==> src/rtl/beam_pkg.sv <==
package beam_pkg;

    function automatic int unsigned max_u(input int unsigned a, input int unsigned b);
        return (a > b) ? a : b;
    endfunction

endpackage

==> src/rtl/beam_hcount.sv <==
module beam_hcount #(
    parameter int unsigned NTSC_SHORT = 227,
    parameter int unsigned PAL_SLOTS  = 227,
    parameter int unsigned W          = 8
) (
    input  logic         clk,
    input  logic         rst_n,
    input  logic         slot_en,
    input  logic         pal_act,
    input  logic         frame_wrap,
    output logic [W-1:0] slot,
    output logic         eol,
    output logic         long_now
);

    typedef struct packed {
        logic [W-1:0] slot;
        logic         long_l;
    } hstate_t;

    hstate_t h_d, h_q;
    logic [W-1:0] last_slot;

    always_comb begin
        h_d = h_q;
        if (pal_act)
            last_slot = W'(PAL_SLOTS - 1);
        else if (h_q.long_l)
            last_slot = W'(NTSC_SHORT);
        else
            last_slot = W'(NTSC_SHORT - 1);
        eol = slot_en && (h_q.slot == last_slot);
        if (slot_en) begin
            if (h_q.slot == last_slot) begin
                h_d.slot   = '0;
                h_d.long_l = frame_wrap ? 1'b0 : ~h_q.long_l;
            end else begin
                h_d.slot = h_q.slot + 1'b1;
            end
        end
    end

    always_ff @(posedge clk or negedge rst_n) begin
        if (!rst_n) h_q <= '0;
        else        h_q <= h_d;
    end

    assign slot     = h_q.slot;
    assign long_now = h_q.long_l;

    p_hold_r2: assert property (@(posedge clk) disable iff (!rst_n)
        !slot_en |=> $stable(h_q));
    p_step_r2: assert property (@(posedge clk) disable iff (!rst_n)
        slot_en && !eol |=> h_q.slot == $past(h_q.slot) + 1'b1);
    p_wrap_r3: assert property (@(posedge clk) disable iff (!rst_n)
        eol |=> h_q.slot == '0);
    p_alt_r4: assert property (@(posedge clk) disable iff (!rst_n)
        eol && !frame_wrap |=> h_q.long_l != $past(h_q.long_l));
    p_short_first_r4: assert property (@(posedge clk) disable iff (!rst_n)
        frame_wrap |=> !h_q.long_l);

endmodule

==> src/rtl/beam_vcount.sv <==
module beam_vcount #(
    parameter int unsigned NTSC_LINES = 262,
    parameter int unsigned PAL_LINES  = 312,
    parameter int unsigned W          = 9
) (
    input  logic         clk,
    input  logic         rst_n,
    input  logic         eol,
    input  logic         pal_sel,
    input  logic         lace_sel,
    output logic [W-1:0] line,
    output logic         eof,
    output logic         field,
    output logic         pal_act
);

    typedef struct packed {
        logic [W-1:0] line;
        logic         field;
        logic         pal;
        logic         lace;
    } vstate_t;

    vstate_t v_d, v_q;
    logic [W-1:0] last_line;

    always_comb begin
        v_d       = v_q;
        last_line = v_q.pal ? W'(PAL_LINES - 1) : W'(NTSC_LINES - 1);
        if (v_q.lace && v_q.field)
            last_line = last_line + 1'b1;
        eof = eol && (v_q.line == last_line);
        if (eol) begin
            if (eof) begin
                v_d.line  = '0;
                v_d.field = v_q.lace ? ~v_q.field : 1'b0;
                v_d.pal   = pal_sel;
                v_d.lace  = lace_sel;
            end else begin
                v_d.line = v_q.line + 1'b1;
            end
        end
    end

    always_ff @(posedge clk or negedge rst_n) begin
        if (!rst_n) v_q <= '0;
        else        v_q <= v_d;
    end

    assign line    = v_q.line;
    assign field   = v_q.field;
    assign pal_act = v_q.pal;

    p_line_step_r3: assert property (@(posedge clk) disable iff (!rst_n)
        eol && !eof |=> v_q.line == $past(v_q.line) + 1'b1);
    p_line_wrap_r6: assert property (@(posedge clk) disable iff (!rst_n)
        eof |=> v_q.line == '0);
    p_mode_hold_r8: assert property (@(posedge clk) disable iff (!rst_n)
        !eof |=> $stable(v_q.pal) && $stable(v_q.lace));
    p_field_flip_r7: assert property (@(posedge clk) disable iff (!rst_n)
        eof && v_q.lace |=> v_q.field != $past(v_q.field));
    p_field_clear_r7: assert property (@(posedge clk) disable iff (!rst_n)
        eof && !v_q.lace |=> !v_q.field);

endmodule

==> src/rtl/beam_slot_counter.sv <==
module beam_slot_counter
    import beam_pkg::*;
#(
    parameter int unsigned NTSC_SHORT = 227,
    parameter int unsigned PAL_SLOTS  = 227,
    parameter int unsigned NTSC_LINES = 262,
    parameter int unsigned PAL_LINES  = 312,
    localparam int unsigned SLOT_W = $clog2(max_u(NTSC_SHORT + 1, PAL_SLOTS) + 1),
    localparam int unsigned LINE_W = $clog2(max_u(NTSC_LINES, PAL_LINES) + 2)
) (
    input  logic              clk,
    input  logic              rst_n,
    input  logic              slot_en,
    input  logic              pal_sel,
    input  logic              lace_sel,
    output logic [SLOT_W-1:0] slot_idx,
    output logic [LINE_W-1:0] line_idx,
    output logic              line_end,
    output logic              frame_end,
    output logic              field_odd,
    output logic              line_long
);

    logic pal_act;

    beam_hcount #(
        .NTSC_SHORT(NTSC_SHORT),
        .PAL_SLOTS (PAL_SLOTS),
        .W         (SLOT_W)
    ) i_hcount (
        .clk       (clk),
        .rst_n     (rst_n),
        .slot_en   (slot_en),
        .pal_act   (pal_act),
        .frame_wrap(frame_end),
        .slot      (slot_idx),
        .eol       (line_end),
        .long_now  (line_long)
    );

    beam_vcount #(
        .NTSC_LINES(NTSC_LINES),
        .PAL_LINES (PAL_LINES),
        .W         (LINE_W)
    ) i_vcount (
        .clk     (clk),
        .rst_n   (rst_n),
        .eol     (line_end),
        .pal_sel (pal_sel),
        .lace_sel(lace_sel),
        .line    (line_idx),
        .eof     (frame_end),
        .field   (field_odd),
        .pal_act (pal_act)
    );

    p_strobe_nest_r6: assert property (@(posedge clk) disable iff (!rst_n)
        frame_end |-> line_end && slot_en);
    p_strobe_gate_r2: assert property (@(posedge clk) disable iff (!rst_n)
        !slot_en |-> !line_end);

endmodule

==> config.mk <==
export PLATFORM = sky130hd
export DESIGN_NAME = beam_slot_counter
export DESIGN_NICKNAME = d
export VERILOG_FILES = /design/src/rtl/beam_pkg.sv /design/src/rtl/beam_hcount.sv /design/src/rtl/beam_vcount.sv /design/src/rtl/beam_slot_counter.sv
export SDC_FILE = /design/constraint.sdc
export NUM_CORES = 1
export LEC_CHECK = 0
export ABC_CLOCK_PERIOD_IN_PS = 5000
export BUFFER_PORTS_ARGS = -buffer_cell sky130_fd_sc_hd__buf_2
export CORE_ASPECT_RATIO = 0.6
export CORE_MARGIN = 5
export CORE_UTILIZATION = 45
export DETAILED_ROUTE_END_ITERATION = 16
export PLACE_DENSITY = 0.73
export SLEW_MARGIN = 30
export SYNTH_ARGS = -nofsm -noshare
export SYNTH_HDL_FRONTEND = slang
export SYNTH_SLANG_ARGS = --single-unit
==> constraint.sdc <==
create_clock -name clk -period 5 [get_ports clk]
set_clock_uncertainty 0.1 [all_clocks]
set_input_delay 0.25 -clock clk [delete_from_list [all_inputs] [get_ports clk]]
set_output_delay 0.25 -clock clk [all_outputs]
set_load 0.005 [all_outputs]
==> results by group, run 1 <==
Layout
  – Commonest non-fill, non-tap cell in the layout: buf_2
  – Layout Nets: 143
  – Multi-input logic area: ~600 µm²
  – Reg area: approximately 530 µm²
  – Most frequent cells in the layout: buf_2 (25), dfrtp_1 (21), xnor2_1 (9)
  – N_diodes: 0
  – Synth-to-layout area growth: 12.4%
  – Fill cells: 240
  – Layout cell share with drive strength beyond 1: 27.8%

Worst setup path
  – Crit end category: output pin
  – Critical Path Start Type: register
  – Setup CP Type: reg -> out
  – Arr. time, crit path: around 2200 ps
  – Required @ worst endpoint: 4650 ps
  – Critical path fanouts, max: 9

Clocking
  – CTS Buf Count: 3
  – Hold_buf cts: 1
  – Root buffer cell: clkbuf_8
  – CTS max path bufs: 2
  – CTS tree: built
  – Setup Buffers After CTS: 0
  – PostCTS Resize Cnt: 0
  – Sinks on Clock Net: 21
  – Clock Latency Late Sink: approximately 260 ps
  – Clock slew at reported path FFs: ~70 ps
  – H-tree depth: 1

Synthesis
  – Synthesis-stage register bit count: 21
  – EDFF count, synth: 0
  – Synth Cell Area: 1190 µm²
  – Area contributors post-synth: dfrtp_1 (44%), xnor2_1 (6.6%), buf_4 (5.7%)
  – Synth top area share: between 40% and 50%
  – Post-synthesis sequential area ratio: between 40 and 50%
  – Main synth FF type: dfrtp_1
  – Post-synth top area cell: dfrtp_1
  – Mapped Cells: between 100 and 150
  – Post-Synthesis Net Count: around 120
  – Mean post-synth cell area: roughly 11 µm²
  – Netlist cell types: 34
  – Ys Warns: 0
  – Async set-reset flop share out of synthesis: 100%

Routing
  – Wire length per cell: ~15 µm
  – Vias per cell: roughly 5.4
  – 1st-iter DRT viols: roughly 130
  – DR DRC count: 0
  – Vias: a little under 900
  – Detailed-router iteration count before antenna repair: 4
  – Total Wirelength: 2.41 mm
  – ANT nets after route: 0

Outcome
  – Status: complete, no violations

Pwr
  – PwrDens: about 330 nW/µm²
  – Max VDD drop: approximately 0.27 mV
  – Leak: about 0.69 nW

STA
  – RSZ-0062 raised after global routing: false
  – Rel. slew slack: roughly two thirds
  – Slew Viols, Final: 0
  – Tmin final: between 2000 and 3000 ps
  – Final Hold Vio Count: 0
  – Setup TNS: 0 ps
  – FMAX: 397 MHz
  – Fin crit share: around 50%
  – Final Setup Violations: 0
  – Measured slew at the worst slew-check pin: around 480 ps
  – Final worst setup slack: ~2500 ps

Die
  – Top-level I/O count: 26
  – Die height: between 40 and 50 µm
  – Core region area: 2520 µm²
  – # rows: 14
  – Die area: ~3800 µm²
  – Initial Utilization: approximately 47%
  – Die width: between 70 and 80 µm

Global route
  – GRT Residual Overflow: 0
  – Vias in the first global route: between 800 and 900
  – Largest net degree at the start of global routing: 22
  – Global-route wire length before repair: approximately 4.2 mm
  – GRT Util Overall: 13.9%
  – Initial antenna violation count: 0

Placement
  – Gpl congestion: ~0.75
  – I/O Buffers: 25
  – DP HPWL: about 1.8 mm
  – DP Worst Slack: between 2000 and 3000 ps

Flow run
  – Max-cap violations: 0

Min path
  – Min-Delay Path Class: in -> reg
## cell usage after synthesis, drive strengths merged (3+ instances only)
cell / number
xor2: 4
dfrtp: 21
o21ai: 8
nor2: 7
and3: 4
nand4: 4
nand2b: 4
nand2: 9
mux2: 3
ha: 4
nand3: 6
o2bb2ai: 3
buf: 10
xnor2: 9
## final timing paths
kind | cells after the start | endpoint | from | slack, ps
setup / recovery | 8 | frame_end | i_vcount.v_q[0] | 2480
hold / removal | 2 | i_vcount.pal_act | pal_sel | 120
setup reg to reg | 7 | i_vcount.field | i_vcount.v_q[0] | 2740
hold reg to reg | 1 | i_hcount.long_now | i_hcount.long_now | 410
max in group asynchronous | 2 | i_vcount.line[2] | rst_n | 4090
min in group asynchronous | 2 | i_vcount.v_q[0] | rst_n | 380
## through the flow
| stage | instance area [µm²] | power (W) | utilization (%) | cells | hold WS [ps] |
|---|---|---|---|---|---|
| after global placement | 1290 | 0.000326 | 51.0 | 160 | 129 |
| final | 1340 | 0.000439 | 53.2 | 165 | 117 |
| after detailed placement | 1290 | 0.000332 | 51.0 | 160 | 137 |
| after global routing | 1340 | 0.000470 | 53.2 | 165 | 113 |
| after floorplan | 1190 | 0.000284 | - | 113 | -146 |
| after CTS | 1340 | 0.000447 | 53.2 | 165 | 110 |
## critical path, stage by stage, from the launching register on
cell and delay [ps]:
dfrtp_1 400, and2_1 200, ha_1 290, xnor2_1 150, nand4_1 160, a211oi_4 410
nand2_4 130, inv_1 70, buf_2 100
## flip-flops by register name (all words and copies together) (netlist names)
signal,cells
i_vcount.field,1
i_vcount.line,9
i_hcount.long_now,1
i_hcount.slot,8
i_vcount.pal_act,1
i_vcount.v_q,1
## where the power goes
| part | total (W) | internal, W | switching, W |
|---|---|---|---|
| Clock | 0.000111 | 0.0000568 | 0.0000543 |
| Combinational | 0.0000953 | 0.0000527 | 0.0000427 |
| Sequential | 0.000233 | 0.000196 | 0.0000364 |
## final cells by class
cell class	instances	share of cell area, %
clock buffers	4	3.36
multi-input cells	80	43.8
well taps	32	2.99
repair buffers	26	10.1
inverters	2	0.560
flip-flops and latches	21	39.2
## cells by family (layout without fill, tap and decap cells)
group / Yosys count / in the layout / share of synthesized area [%]
and+or+nand+nor: 44 / 44 / 21.6
DFF: 21 / 21 / 44.0
AOI/OAI and AO/OA: 15 / 15 / 9.33
xor gates and xnor gates: 13 / 13 / 9.54
buffers and inverters: 12 / 32 / 6.71
adders and majority gates: 4 / 4 / 4.19
muxes: 4 / 4 / 4.61
## routing by layer
layer	vias up	wire length (µm)	track usage (%)
li1	428	-	-
met5	-	0	0
met4	0	36	4.36
met1	428	1160	18.8
met3	4	172	5.09
met2	30	1030	20.7
Power figures use the tool's default switching activity.
==> run 2, diff against run 1 <==
Settings changed: ABC_CLOCK_PERIOD_IN_PS 5000 to 2300, PLACE_DENSITY 0.73 to 0.76.
Clock period 5 ns to 2.3 ns, I/O delays scaled along.
==> results by group, run 2 (same netlist as run 1, synthesis figures left out) <==
Layout
  – Commonest non-fill, non-tap cell in the layout: buf_2
  – Layout cell share with drive strength beyond 1: 31.4%
  – N_diodes: 0
  – Most frequent cells in the layout: buf_2 (25), dfrtp_1 (21), xnor2_1 (9)
  – Synth-to-layout area growth: 17.5%
  – Number of flip-flops in the largest register: 9
  – Layout Nets: 150

Pwr
  – Leak: 0.731 nW
  – Max VDD drop: 0.357 mV
  – PwrDens: roughly 690 nW/µm²

STA
  – Final Setup Violations: 0
  – Slew Viols, Final: 0
  – Measured slew at the worst slew-check pin: 469 ps
  – Final worst setup slack: ~150 ps
  – Rel. slew slack: between 60% and 70%
  – RSZ-0062 raised after global routing: false
  – Final Hold Vio Count: 0
  – Setup TNS: 0 ps
  – Final hold slack: around 86 ps
  – FMAX: roughly 460 MHz
  – Tmin final: 2150 ps
  – Fin crit share: 93.6%

Worst setup path
  – Crit path from: i_vcount.v_q[0]
  – Worst Setup EP: i_vcount.line[8]
  – FF-to-FF setup slack: roughly 150 ps
  – Number of cells on the critical path: 9
  – R2r startpoint: i_vcount.v_q[0]
  – Worst r2r dst: i_vcount.line[8]
  – Critical path's slowest cell: dfrtp_1
  – Crit end category: register
  – Required @ worst endpoint: between 2000 and 2500 ps
  – Critical Path Start Type: register
  – Largest stage delay, worst path: ~400 ps
  – Buf+Inv Stages, Crit Path: 2
  – Arr. time, crit path: around 2200 ps
  – Worst r2r path cells: 9
  – Worst path cell trace: and2_4, ha_1, xnor2_1, nand4_1, a211oi_4, buf_4, buf_4, a2bb2oi_1, o31ai_1
  – Most used cell along the critical path: buf_4
  – Setup CP Type: reg -> reg
  – CP delay by family, top: compound AO/OA/AOI/OAI gates
  – Critical path fanouts, max: 5

Routing
  – Vias per cell: 5.08
  – DR DRC count: 0
  – ANT nets after route: 0
  – Total Wirelength: between 2 and 2.5 mm
  – Wire length per cell: 14.0 µm
  – 1st-iter DRT viols: 90
  – Vias: between 800 and 900
  – Detailed-router iteration count before antenna repair: 4

Clocking
  – H-tree depth: 1
  – Clock Latency Late Sink: ~270 ps
  – Sinks on Clock Net: 21
  – Root buffer cell: clkbuf_8
  – Clock slew at reported path FFs: approximately 80 ps
  – CTS max path bufs: 2
  – CTS Buf Count: 3
  – CTS tree: built

Outcome
  – Status: complete, no violations

Die
  – Die width: 76.5 µm
  – Initial Utilization: a little under half
  – Core region area: 2520 µm²
  – Die area: between 3000 and 4000 µm²
  – Top-level I/O count: 26
  – Die height: between 40 and 50 µm
  – # rows: 14

Placement
  – I/O Buffers: 25
  – DP HPWL: 1.80 mm
  – Gpl congestion: 0.805
  – DP Worst Slack: about 120 ps

Global route
  – GRT Util Overall: ~15%
  – Global-route wire length before repair: ~4.6 mm
  – Largest net degree at the start of global routing: 22
  – Initial antenna violation count: 0
  – GRT Residual Overflow: 0
  – Vias in the first global route: 901

Flow run
  – Max-cap violations: 0

Min path
  – Min-Delay Path Class: in -> reg
==> run 2: worst register-to-register path, stage by stage, from the launching register on <==
cell,delay [ps]
dfrtp_1,400
and2_4,180
ha_1,280
xnor2_1,150
nand4_1,140
a211oi_4,250
buf_4,180
buf_4,120
a2bb2oi_1,160
o31ai_1,90
==> run 2: cell type report <==
cell class	instances	area, µm²
tap	32	40.0
fill	240	1120
multi-input combinational	80	591
sequential	21	526
inverter	2	7.51
clock buffer	3	41.3
clock inverter	1	5.00
timing repair buffer	33	193
==> run 2: per-layer routing <==
layer | vias to the layer above | routed length, µm | track usage [%]
met5 | - | 0 | 0
met4 | 0 | 48 | 6.98
met3 | 7 | 110 | 3.64
met2 | 22 | 1080 | 22.3
met1 | 405 | 1170 | 20.8
li1 | 440 | - | -
==> run 2: how the worst min path moves through the flow <==
| stage | from | to | slack, ps | cells after the start |
|---|---|---|---|---|
| finish | slot_en | i_hcount.slot[3] | 90 | 3 |
| global route | slot_en | i_hcount.slot[3] | 100 | 3 |
| CTS | slot_en | i_hcount.slot[3] | 80 | 3 |
| detailed placement | rst_n | i_vcount.line[4] | 3 | 1 |
| global placement | rst_n | i_vcount.line[4] | -4 | 1 |
| floorplan | rst_n | i_hcount.long_now | -280 | 0 |
==> run 2: timing repair <==
action,in CTS,in global routing
setup buffers,1,1
hold buffers,3,0
hold endpoints to repair,23,0
pin swaps,1,2
resized for setup,0,1
endpoints found under the setup margin,1,10
==> run 2: report_power, final <==
part / switching [W] / internal [W] / leakage, nW
clock network: 0.000126 / 0.000121 / 0.0255
registers: 0.0000761 / 0.000427 / 0.276
logic: 0.0000962 / 0.000116 / 0.429
total: 0.000298 / 0.000664 / 0.731
==> run 2: through the flow <==
| step | utilization, % | power (W) | instance area (µm²) | instances |
|---|---|---|---|---|
| floorplan | - | 0.000618 | 1190 | 113 |
| global placement | 51.9 | 0.000707 | 1310 | 163 |
| detailed placement | 51.9 | 0.000725 | 1310 | 163 |
| CTS | 55.2 | 0.000976 | 1390 | 171 |
| global route | 55.6 | 0.00104 | 1400 | 172 |
| finish | 55.6 | 0.000962 | 1400 | 172 |
==> run 3, diff against run 2 <==
Settings changed: BUFFER_PORTS_ARGS -buffer_cell sky130_fd_sc_hd__buf_2 to -buffer_cell sky130_fd_sc_hd__buf_4.
==> results by group, run 3 (same netlist as run 1, synthesis figures left out) <==
Outcome
  – Status: complete, no violations

STA
  – Rel. slew slack: approximately 78%
  – Fin crit share: about 96%
  – Final Hold Vio Count: 0
  – Final Setup Violations: 0
  – Final hold slack: ~39 ps
  – FMAX: around 450 MHz
  – Setup TNS: 0 ps
  – Measured slew at the worst slew-check pin: about 330 ps
  – Tmin final: roughly 2200 ps
  – Slew Viols, Final: 0

Die
  – Initial Utilization: 47.3%
  – # rows: 14
  – Die area: approximately 3800 µm²
  – Top-level I/O count: 26
  – Die width: between 70 and 80 µm
  – Core region area: 2520 µm²
  – Die height: around 50 µm

Global route
  – Vias in the first global route: between 800 and 900
  – Largest net degree at the start of global routing: 22
  – Initial antenna violation count: 0
  – GRT Residual Overflow: 0
  – GRT Util Overall: ~15%
  – Global-route wire length before repair: approximately 4.5 mm

Worst setup path
  – Required @ worst endpoint: 2090 ps
  – Crit end category: output pin
  – Worst r2r dst: i_vcount.field
  – Critical path fanouts, max: 5
  – Setup CP Type: reg -> out
  – Worst r2r path cells: 8
  – Critical Path Start Type: register
  – FF-to-FF setup slack: 90 ps
  – Arr. time, crit path: around 2000 ps
  – R2r startpoint: i_vcount.v_q[0]

Min path
  – Worst Hold End: i_hcount.slot[1]
  – Worst Hold Launch: slot_en
  – Hold Path Depth: 3
  – Min-Delay Path Class: in -> reg

Layout
  – Most frequent cells in the layout: buf_4 (35), dfrtp_1 (21), xnor2_1 (9)
  – Fill cells: approximately 220
  – Layout Nets: 155
  – Layout cell share with drive strength beyond 1: 35.2%
  – Multi-input logic area: 609 µm²
  – Number of flip-flops in the largest register: 9
  – Cell area after layout: 1520 µm²
  – N_diodes: 0
  – Reg area: between 500 and 600 µm²
  – Commonest non-fill, non-tap cell in the layout: buf_4
  – Synth-to-layout area growth: 27.5%

Pwr
  – Sw Ratio: a little under a third
  – Power Internal: 0.000695 W
  – Max VDD drop: approximately 0.52 mV
  – Leak: between 0.7 and 0.8 nW
  – Clock power share: about a quarter
  – Reg power frac: 50.4%
  – Share of power burned in combinational logic: approximately a quarter
  – PwrDens: between 600 and 700 nW/µm²
  – Sw power: between 0.0003 and 0.0004 W

Clocking
  – H-tree depth: 1
  – Clock slew at reported path FFs: about 80 ps
  – CTS max path bufs: 2
  – CTS Buf Count: 3
  – Root buffer cell: clkbuf_8
  – Clock Latency Late Sink: 270 ps
  – CTS tree: built
  – Sinks on Clock Net: 21

Placement
  – DP HPWL: approximately 1.8 mm
  – I/O Buffers: 25
  – Gpl congestion: around 0.8
  – Post-DP Area: between 1000 and 1500 µm²

Routing
  – DR DRC count: 0
  – Vias per cell: slightly above 5
  – ANT nets after route: 0
  – Total Wirelength: about 2.6 mm
  – 1st-iter DRT viols: just under 70
  – Detailed-router iteration count before antenna repair: 4
  – Vias: 906
  – Wire length per cell: between 10 and 15 µm

Flow run
  – Max-cap violations: 0
==> run 3: cell count changes in the layout (fill, tap and decap cells not counted), sizes merged <==
cell  previous run  this run
buf             30        35
==> run 3: through the flow <==
stage               power, W  instances  worst slack, ps  util [%]
global route         0.00107        177            -1.14      60.3
floorplan           0.000618        113              205         -
CTS                  0.00101        173             6.36      58.4
global placement    0.000742        163              193      54.4
finish               0.00100        177             88.4      60.3
detailed placement  0.000754        163              119      54.4
==> run 3: layout make-up <==
class / count / area share (%)
Tap cell: 32 / 2.63
Clock inverter: 1 / 0.329
Multi-Input combinational cell: 80 / 40.0
Clock buffer: 3 / 2.71
Timing Repair Buffer: 38 / 19.2
Sequential cell: 21 / 34.5
Inverter: 2 / 0.493
==> run 3: worst max path at each step <==
stage	startpoint	to	slack, ps
global placement	i_vcount.field	i_vcount.field	190
finish	i_vcount.v_q[0]	frame_end	90
detailed placement	i_vcount.v_q[0]	i_vcount.v_q[0]	120
floorplan	i_vcount.field	i_vcount.field	210
global route	i_vcount.v_q[0]	frame_end	-1
CTS	i_vcount.v_q[0]	frame_end	6
==> run 3: worst max-delay path, cell delays in order, from the launching register on <==
cell,delay [ps]
dfrtp_1,390
and2_4,180
ha_4,260
xnor2_1,120
nand4_1,170
a211oi_4,330
nand2_4,110
inv_1,70
buf_4,100
==> run 3: power by group through the flow <==
stage / Clock (W) / Sequential, W / Combinational (W)
final: 0.000254 / 0.000506 / 0.000244
after global routing: 0.000279 / 0.000518 / 0.000268
after CTS: 0.000261 / 0.000505 / 0.000248
after detailed placement: 0 / 0.000512 / 0.000242
after global placement: 0 / 0.000508 / 0.000234
after floorplan: 0 / 0.000504 / 0.000114
==> run 3: per-layer routing <==
metal / part of all wire, % / GRT usage (%) / up-vias
met5: 0 / 0 / -
met4: 1.6 / 6.10 / 0
met3: 5.7 / 4.73 / 4
met2: 43 / 21.6 / 25
met1: 50 / 20.8 / 427
li1: - / - / 450
==> run 3: timing repair <==
action	in CTS	in global routing
pin swaps	4	3
hold buffers	3	0
gates resized for setup	1	2
hold endpoints to repair	23	0
endpoints found under the setup margin	1	10
setup buffers	3	4
